File: src/rtl/gh_predictor.sv
module gh_predictor #(
  parameter int PC_W      = 32,
  parameter int ENTRIES   = 16,
  parameter int HIST_BITS = 5,
  parameter int CTR_BITS  = 2
) (
  input  logic                                        clk,
  input  logic                                        rst_n,
  input  logic                                        pred_req,
  input  logic [PC_W-1:0]                             pred_pc,
  output logic                                        pred_valid,
  output logic                                        pred_taken,
  output logic [((HIST_BITS > 0) ? HIST_BITS : 1)-1:0] pred_hist,
  input  logic                                        upd_en,
  input  logic [PC_W-1:0]                             upd_pc,
  input  logic                                        upd_taken,
  input  logic [((HIST_BITS > 0) ? HIST_BITS : 1)-1:0] upd_hist
);
  localparam int HW     = (HIST_BITS > 0) ? HIST_BITS : 1;
  localparam int IDX_W  = (ENTRIES > 1) ? $clog2(ENTRIES) : 1;
  localparam int SLOT_W = IDX_W + HIST_BITS;
  localparam int SLOTS  = 1 << SLOT_W;
  localparam logic [CTR_BITS-1:0] CMAX  = {CTR_BITS{1'b1}};
  localparam logic [CTR_BITS-1:0] CINIT = CMAX >> 1;

  logic [HW-1:0]       ghist;
  logic [CTR_BITS-1:0] ctr [SLOTS];
  logic [SLOT_W-1:0]   p_slot, u_slot;
  logic                unused_pc;

  assign unused_pc = ^{pred_pc[PC_W-1:IDX_W], upd_pc[PC_W-1:IDX_W]};

  generate
    if (HIST_BITS > 0) begin : g_hist
      assign p_slot = {pred_pc[IDX_W-1:0], ghist};
      assign u_slot = {upd_pc[IDX_W-1:0], upd_hist};
      if (HIST_BITS == 1) begin : g_one
        always_ff @(posedge clk or negedge rst_n)
          if (!rst_n)      ghist <= '0;
          else if (upd_en) ghist <= upd_taken;
      end else begin : g_many
        always_ff @(posedge clk or negedge rst_n)
          if (!rst_n)      ghist <= '0;
          else if (upd_en) ghist <= {ghist[HW-2:0], upd_taken};
      end
    end else begin : g_nohist
      logic unused_hist;
      assign unused_hist = ^upd_hist;
      assign ghist  = '0;
      assign p_slot = pred_pc[IDX_W-1:0];
      assign u_slot = upd_pc[IDX_W-1:0];
    end
  endgenerate

  always_ff @(posedge clk or negedge rst_n) begin
    if (!rst_n) begin
      for (int i = 0; i < SLOTS; i++) ctr[i] <= CINIT;
    end else if (upd_en) begin
      if (upd_taken && ctr[u_slot] != CMAX)
        ctr[u_slot] <= ctr[u_slot] + 1'b1;
      else if (!upd_taken && ctr[u_slot] != '0)
        ctr[u_slot] <= ctr[u_slot] - 1'b1;
    end
  end

  always_ff @(posedge clk or negedge rst_n) begin
    if (!rst_n) begin
      pred_valid <= 1'b0;
      pred_taken <= 1'b0;
      pred_hist  <= '0;
    end else begin
      pred_valid <= pred_req;
      if (pred_req) begin
        pred_taken <= ctr[p_slot][CTR_BITS-1];
        pred_hist  <= ghist;
      end
    end
  end
endmodule


File: config.mk
export PLATFORM = sky130hd
export DESIGN_NAME = gh_predictor
export DESIGN_NICKNAME = d
export VERILOG_FILES = /design/src/rtl/gh_predictor.sv
export SDC_FILE = /design/constraint.sdc
export NUM_CORES = 2
export LEC_CHECK = 0
export BUFFER_PORTS_ARGS = -buffer_cell sky130_fd_sc_hd__buf_4
export CAP_MARGIN = 5
export CORE_AREA = 5 5 373 375
export CTS_BUF_LIST = sky130_fd_sc_hd__clkbuf_4 sky130_fd_sc_hd__clkbuf_8
export CTS_CLUSTER_SIZE = 25
export DETAILED_ROUTE_END_ITERATION = 8
export DIE_AREA = 0 0 378 380
export GPL_TIMING_DRIVEN = 0
export PLACE_DENSITY = 0.61
export SLEW_MARGIN = 10
export SYNTH_ARGS = -nofsm -noshare
export SYNTH_HDL_FRONTEND = slang
export SYNTH_SLANG_ARGS = --single-unit
File: constraint.sdc
create_clock -name clk -period 4.1 [get_ports clk]
set_clock_uncertainty 0.15 [all_clocks]
set_input_delay 1.23 -clock clk [delete_from_list [all_inputs] [get_ports clk]]
set_output_delay 1.23 -clock clk [all_outputs]
set_load 0.01 [all_outputs]
After elaboration in Yosys (flattened, before gate mapping)
Cells that the tools add are included.

word-level totals
  register bits = 1,036
  output and inout bits = 7

operators by class
  add/sub/neg operators = 2
  $lt $le $gt $ge = 3
  eq/ne operators = 1
  muxes and demuxes = 12
  bitwise gates (word level) = 2
  reductions and logical operators = 7

operators by type and width
  kind                    number
  $bwmux W1024            2
  $mux W1024              2
  $bmux W2 S9             2
  $ge A10 B10 Y1 const B  2
  $not A9 Y10             2
  $demux W2 S9            1
  $lt A10 B1 Y1 const B   1
  $mux W2                 5
  $reduce_bool A2 Y1      2
  $logic_and A1 B1 Y1     3
  $add A2 B1 Y2 const B   1
  $ne A2 B2 Y1 const B    1
  $reduce_and A2 Y1       1
  $sub A2 B1 Y2 const B   1
  $logic_not A1 Y1        1

Depth between registers and ports, before layout
  depth after elaboration = 8
  depth in mapped cells = 24

Least setup slack after synthesis
Ideal clock, no wire load.

  path type = input to register
  start = input upd_hist[1] in the netlist's numbering
  end = register ctr[31] in the netlist's numbering
  data arrival time = 5.493 ns
  data required time = 3.825 ns
  slack = -1.668 ns
  stages on the path = 21
  path buffers = 8
  path through = buf_2 -> buf_4 -> buf_2 -> buf_4 -> clkbuf_1 -> clkbuf_1 -> mux4_2 -> a22o_1 -> a22oi_1 -> o2111ai_1 -> nor4_1 -> nand3_1 -> ha_1 -> nor2b_1 -> o21a_1 -> nor3b_1 -> and2_1 -> clkbuf_1 -> buf_2 -> nand2_1 -> mux2_2

on the way
  cells in the longest elaborated chain, start to end = 8
  elaborated cells between the ends (all ways) = 21
  classes of those cells = 2 x add/sub; 2 x order compare; 1 x eq/ne; 9 x mux; 1 x bitwise; 6 x reduce/logical

RTL lines
  what                                                                         RTL line  source
  start, declared                                                              17        input logic [((HIST_BITS > 0) ? HIST_BITS : 1)-1:0] upd_hist
  $not A9 Y10 (implied by the code) (*)                                        n/a
  $bmux W2 S9 (tied with other cells)                                          n/a
  $mux W2 (implied by the code) / $logic_and A1 B1 Y1 (equally long branches)  n/a
  $mux W2 (on tied branches)                                                   n/a
  $sub A2 B1 Y2 (tied with other cells)                                        62        ctr[u_slot] <= ctr[u_slot] - 1'b1;
  $bwmux W1024 (tied with other cells)                                         62
  $mux W1024 / $reduce_bool A2 Y1 (equally long branches)                      n/a
  $mux W1024 / $reduce_and A2 Y1 (equally long branches)                       n/a
  end signal, assigned by index                                                60        ctr[u_slot] <= ctr[u_slot] + 1'b1;
  end signal, assigned by index                                                62
  end, declared                                                                27        logic [CTR_BITS-1:0] ctr [SLOTS];

Every way passes the cells marked *; elsewhere a longest branch is shown, timed or not. The select of a mux whose other input is x is not followed.
A chain may end at the register's enable or synchronous reset.

Worst setup path after layout
  start = input upd_hist[4] in the netlist's numbering
  end = register ctr[557] in the netlist's numbering

Same word-level chain as after synthesis.

==> impl_results.html <==
<table>
<tr><th>Metric</th><th>Value</th></tr>
<tr><th colspan="2">STA</th></tr>
<tr><td>Peak Freq</td><td>between 150 and 200 MHz</td></tr>
<tr><td>Worst setup margin</td><td>-1.543 ns</td></tr>
<tr><td>Shortest clock period the worst path allows after layout</td><td>~5.6 ns</td></tr>
<tr><td>Final period utilization</td><td>1.376</td></tr>
<tr><td>Measured slew at the worst slew-check pin</td><td>roughly 1.5 ns</td></tr>
<tr><td>Final-report hold violation count</td><td>0</td></tr>
<tr><td>Final Hold Slack</td><td>between 0.04 and 0.05 ns</td></tr>
<tr><td>Max transition margin</td><td>-0.03303</td></tr>
<tr><td>Final setup violating endpoints</td><td>between 1,000 and 1,500</td></tr>
<tr><td>Final Slew Violations</td><td>21</td></tr>
<tr><td>Unrepaired setup endpoints after global routing</td><td>true</td></tr>
<tr><th colspan="2">Logic synthesis</th></tr>
<tr><td>Synth Register Bits</td><td>~1,000</td></tr>
<tr><td>Syn_nets</td><td>4,102</td></tr>
<tr><td>Sequential element share of the synthesized area</td><td>0.4936</td></tr>
<tr><td>Number of synthesized flops with an enable pin</td><td>0</td></tr>
<tr><td>Post-Synthesis Cell Area</td><td>about 54,000 um^2</td></tr>
<tr><td>Area leader, netlist</td><td>sky130_fd_sc_hd__dfstp_2</td></tr>
<tr><td>Post-synth cell types</td><td>between 60 and 70</td></tr>
<tr><td>Most used flip-flop cell after synthesis</td><td>sky130_fd_sc_hd__dfrtp_1</td></tr>
<tr><td>Per-instance average area after synthesis</td><td>13.37 um^2</td></tr>
<tr><td>Share of Yosys cell area claimed by the top area cell type</td><td>0.2500</td></tr>
<tr><td>Top area cells in the synthesized netlist</td><td>sky130_fd_sc_hd__dfstp_2 (25%), sky130_fd_sc_hd__dfrtp_1 (24%), sky130_fd_sc_hd__mux2_2 (20%), sky130_fd_sc_hd__mux4_2 (16%), sky130_fd_sc_hd__nor2_1 (3.0%)</td></tr>
<tr><td>Fraction of synthesis flops using an asynchronous set or reset pin</td><td>1.000</td></tr>
<tr><td>Synthesized instance count</td><td>between 4,000 and 5,000</td></tr>
<tr><td>Syn. warnings</td><td>0</td></tr>
<tr><th colspan="2">Setup path</th></tr>
<tr><td>Largest fanout of any net on the critical path</td><td>11</td></tr>
<tr><td>Worst Path Class, Setup</td><td>in2reg</td></tr>
<tr><td>Reg-to-Reg Start</td><td>ghist[1]$_DFFE_PN0P_</td></tr>
<tr><td>Required time reported for the critical path endpoint</td><td>4.78 ns</td></tr>
<tr><td>Largest stage delay, worst path</td><td>about 0.45 ns</td></tr>
<tr><td>Critical path data arrival time</td><td>about 6.3 ns</td></tr>
<tr><td>Worst setup SP type</td><td>input port</td></tr>
<tr><td>Count of cells along the worst register-to-register path</td><td>12</td></tr>
<tr><td>End of the worst register-to-register path</td><td>pred_taken$_DFFE_PN0P_</td></tr>
<tr><td>Crit. End Element</td><td>flop</td></tr>
<tr><td>Series of cell instances along the critical path</td><td>buf_4 -&gt; buf_2 -&gt; nand2b_1 -&gt; clkbuf_4 -&gt; nor2_2 -&gt; a22o_1 -&gt; a22oi_2 -&gt; o2111ai_2 -&gt; nor4_2 -&gt; buf_4 -&gt; nand3_4 -&gt; ha_4 -&gt; nor2b_4 -&gt; o21a_4 -&gt; nand2_4 -&gt; nor2_4 -&gt; buf_6 -&gt; nand2_8 -&gt; clkbuf_16 -&gt; nor2_2 -&gt; mux2_2</td></tr>
<tr><td>Crit path buf inv count</td><td>6</td></tr>
<tr><td>Family with the most delay on the worst path</td><td>buffers and inverters</td></tr>
<tr><td>Cell at the slowest stage of the critical path</td><td>sky130_fd_sc_hd__clkbuf_4</td></tr>
<tr><td>Internal reg-to-reg setup slack</td><td>-1.50 ns</td></tr>
<tr><th colspan="2">GRT</th></tr>
<tr><td>Remaining global-route overflow</td><td>0</td></tr>
<tr><td>Global-route wire length before repair</td><td>about 340,000 um</td></tr>
<tr><td>Antenna violations before repair</td><td>16</td></tr>
<tr><td>Number of global-route vias before repair</td><td>about 42,000</td></tr>
<tr><td>Maximum number of pins on one net before global-route repair</td><td>~160</td></tr>
<tr><td>Overall global routing resource usage</td><td>0.3373</td></tr>
<tr><th colspan="2">CTS</th></tr>
<tr><td>Number of buffers created by CTS</td><td>approximately 180</td></tr>
<tr><td>CTS sink cnt</td><td>1,036</td></tr>
<tr><td>Clk pin slew, worst setup/hold paths</td><td>roughly 0.06 ns</td></tr>
<tr><td>CTS tree</td><td>done</td></tr>
<tr><td>Total of hold buffers inserted after clock tree synthesis</td><td>0</td></tr>
<tr><td>Clock root buffer</td><td>sky130_fd_sc_hd__clkbuf_8</td></tr>
<tr><td>Longest Clk Path Bufs</td><td>3</td></tr>
<tr><td>H-tree lvl count</td><td>4</td></tr>
<tr><td>Clock insertion delay at the later pin of the skew report</td><td>1.00 ns</td></tr>
<tr><th colspan="2">Finish</th></tr>
<tr><td>Most frequent standard cell in the layout excluding fill and tap cells</td><td>sky130_fd_sc_hd__mux2_2</td></tr>
<tr><td>Share of layout cells above drive strength 1</td><td>0.6919</td></tr>
<tr><td>Commonest cells after routing, fill and taps aside</td><td>sky130_fd_sc_hd__mux2_2 (763), sky130_fd_sc_hd__dfrtp_1 (524), sky130_fd_sc_hd__dfstp_2 (512), sky130_fd_sc_hd__mux4_2 (376), sky130_fd_sc_hd__clkbuf_8 (248)</td></tr>
<tr><td>Area growth syn-to-layout</td><td>29.29%</td></tr>
<tr><td>Number of nets in the final layout</td><td>between 4,000 and 5,000</td></tr>
<tr><td>Share of the core filled with cells</td><td>0.5156</td></tr>
<tr><th colspan="2">Hold path</th></tr>
<tr><td>Min-Delay Path Class</td><td>in2async</td></tr>
<tr><th colspan="2">Floorplan</th></tr>
<tr><td>Core Area</td><td>~130,000 um^2</td></tr>
<tr><td>Starting utilization of the core area</td><td>0.3988</td></tr>
<tr><td>Vertical extent of the die</td><td>roughly 380 um</td></tr>
<tr><td>Area of the die</td><td>between 100,000 and 150,000 um^2</td></tr>
<tr><td>Rows</td><td>approximately 140</td></tr>
<tr><td>Number of top-level design ports</td><td>81</td></tr>
<tr><td>Die Wd</td><td>around 380 um</td></tr>
<tr><th colspan="2">Drt</th></tr>
<tr><td>Routed wire per std cell</td><td>about 39 um</td></tr>
<tr><td>Vias</td><td>between 40,000 and 50,000</td></tr>
<tr><td>DR pass1 iterations</td><td>7</td></tr>
<tr><td>Vias per Instance</td><td>between 6 and 7</td></tr>
<tr><td>Initial drt markers</td><td>6,586</td></tr>
<tr><td>Final routed DRC violation total</td><td>0</td></tr>
<tr><td>Total Wirelength</td><td>250,300 um</td></tr>
<tr><td>Number of nets still failing antenna checks after routing</td><td>0</td></tr>
<tr><th colspan="2">Pwr</th></tr>
<tr><td>Pwr Total</td><td>between 20 and 30 mW</td></tr>
<tr><td>Power density over cell area</td><td>between 300 and 400 nW/um^2</td></tr>
<tr><td>Worst ir drop on vdd</td><td>between 0.3 and 0.4 mV</td></tr>
<tr><td>Leakage power total</td><td>28.82 nW</td></tr>
<tr><th colspan="2">Status</th></tr>
<tr><td>Violations in the final reports</td><td>max-capacitance violations, max-slew violations, negative setup slack</td></tr>
<tr><td>Run status</td><td>complete, but fails checks</td></tr>
<tr><th colspan="2">Placement</th></tr>
<tr><td>Worst slack, placed</td><td>-5.904 ns</td></tr>
<tr><td>Number of buffer cells added on primary ports</td><td>20</td></tr>
<tr><td>Global placer's final weighted congestion</td><td>1.028</td></tr>
<tr><td>Half-perimeter wire length of the detailed placement result</td><td>roughly 160,000 um</td></tr>
<tr><th colspan="2">Run</th></tr>
<tr><td>Number of maximum-capacitance violations</td><td>3</td></tr>
</table>
## how the worst max path moves through the flow
stage	startpoint	to	slack, ns	cells after the start
after floorplan	upd_hist[0]	ctr[529]$_DFFE_PN0P_	-1.18	22
after global placement	rst_n	ctr[659]$_DFFE_PN0P_	-10.93	1
after detailed placement	upd_hist[1]	ctr[743]$_DFFE_PN0P_	-5.90	19
after CTS	upd_hist[0]	ctr[301]$_DFFE_PN0P_	-1.10	24
after global routing	upd_pc[2]	ctr[757]$_DFFE_PN0P_	-1.35	21
final	upd_hist[4]	ctr[557]$_DFFE_PN0P_	-1.54	21
## report_power, final
group | internal (mW) | leakage (nW) | total, mW | switching (mW)
clock network | 6.19 | 2.24 | 11.0 | 4.82
logic | 1.42 | 14.0 | 4.48 | 3.05
registers | 10.7 | 12.6 | 10.9 | 0.210
## metal layers
layer	share of wire	global-route usage	wire length [um]	up-vias
met3	0.15	0.1629	37360	1119
li1	-	-	-	15770
met5	0.0011	0.005728	287	-
met2	0.40	0.4539	100300	3526
met1	0.36	0.4242	90460	22210
met4	0.088	0.2308	21950	14
## cell type report
cell class / count / area, um^2
Clock buffer: 320 / 3872
Buffer: 347 / 3930
Fill cell: 11270 / 65380
Tap cell: 1781 / 2228
Inverter: 3 / 11.26
Sequential cell: 1036 / 26570
Clock inverter: 28 / 301.5
Multi-Input combinational cell: 2638 / 29720
Timing Repair Buffer: 205 / 2915
Antenna cell: 13 / 32.53
## worst register-to-register path, delay by kind of cell, from the launching register on
family	cells	cell delay (ns)
buf+inv	5	2.83
flops	1	0.32
compound gates	2	1.08
mux	1	0.47
simple gates	4	0.61
## synthesized netlist by cell type, types with 3 or more instances
cell                        number
sky130_fd_sc_hd__a211oi_1       12
sky130_fd_sc_hd__a22oi_1        45
sky130_fd_sc_hd__o22ai_1        28
sky130_fd_sc_hd__a211o_1         4
sky130_fd_sc_hd__nand3_1        24
sky130_fd_sc_hd__and2_1          7
sky130_fd_sc_hd__mux2_2        952
sky130_fd_sc_hd__o31ai_1         3
sky130_fd_sc_hd__a2111oi_0       5
sky130_fd_sc_hd__clkbuf_1      202
sky130_fd_sc_hd__nor3b_1         3
sky130_fd_sc_hd__o221ai_1        9
sky130_fd_sc_hd__nor2_1        437
sky130_fd_sc_hd__a311oi_1        3
sky130_fd_sc_hd__o211ai_1        4
sky130_fd_sc_hd__o2111ai_1       3
sky130_fd_sc_hd__nor2b_1        21
sky130_fd_sc_hd__and3_1         10
sky130_fd_sc_hd__buf_6           7
sky130_fd_sc_hd__dfrtp_1       524
sky130_fd_sc_hd__nand4_1         8
sky130_fd_sc_hd__dfstp_2       512
sky130_fd_sc_hd__mux2i_1        62
sky130_fd_sc_hd__buf_1          31
sky130_fd_sc_hd__a221oi_1        6
sky130_fd_sc_hd__and3b_1         3
sky130_fd_sc_hd__a31oi_1        11
sky130_fd_sc_hd__nand2b_1       11
sky130_fd_sc_hd__mux4_2        376
sky130_fd_sc_hd__nand2_1       343
sky130_fd_sc_hd__or2_2           3
sky130_fd_sc_hd__inv_1           3
sky130_fd_sc_hd__nand3b_1        4
sky130_fd_sc_hd__a21oi_1        38
sky130_fd_sc_hd__nor3_1         18
sky130_fd_sc_hd__nor4_1         16
sky130_fd_sc_hd__o21ai_0       134
sky130_fd_sc_hd__a22o_1          9
sky130_fd_sc_hd__buf_4          18
sky130_fd_sc_hd__buf_2          89
## cells by family (layout without fill, tap and decap cells)
group | count (synthesis) | in the layout | share of synthesized area
AO/OA/AOI/OAI | 328 | 328 | 0.03822
XOR/XNOR | 2 | 2 | 0.0003256
adder cells (fa/ha/maj) | 2 | 2 | 0.0004649
buffers and inverters | 352 | 903 | 0.02936
flip-flops | 1036 | 1036 | 0.4936
multiplexers | 1390 | 1390 | 0.3681
other | 0 | 13 | 0
AND/OR/NAND/NOR | 916 | 916 | 0.06991
## through the flow
step | std cells | area, um^2 | TNS (ns)
final | 6371 | 69580 | -1430.53
after global routing | 6361 | 69560 | -1266.57
after CTS | 6329 | 66660 | -1007.55
after detailed placement | 5836 | 57200 | -4824.38
after global placement | 5827 | 56920 | -
after floorplan | 4026 | 54540 | -1145.24
## timing repair
action,CTS,global route
gates cloned,33,11
resized for setup,826,692
pin swaps,87,108
setup buffers,115,21
setup endpoints to repair,1028,1025
endpoints found under the hold margin,0,0
No activity file was read; power rests on OpenSTA's default activity.
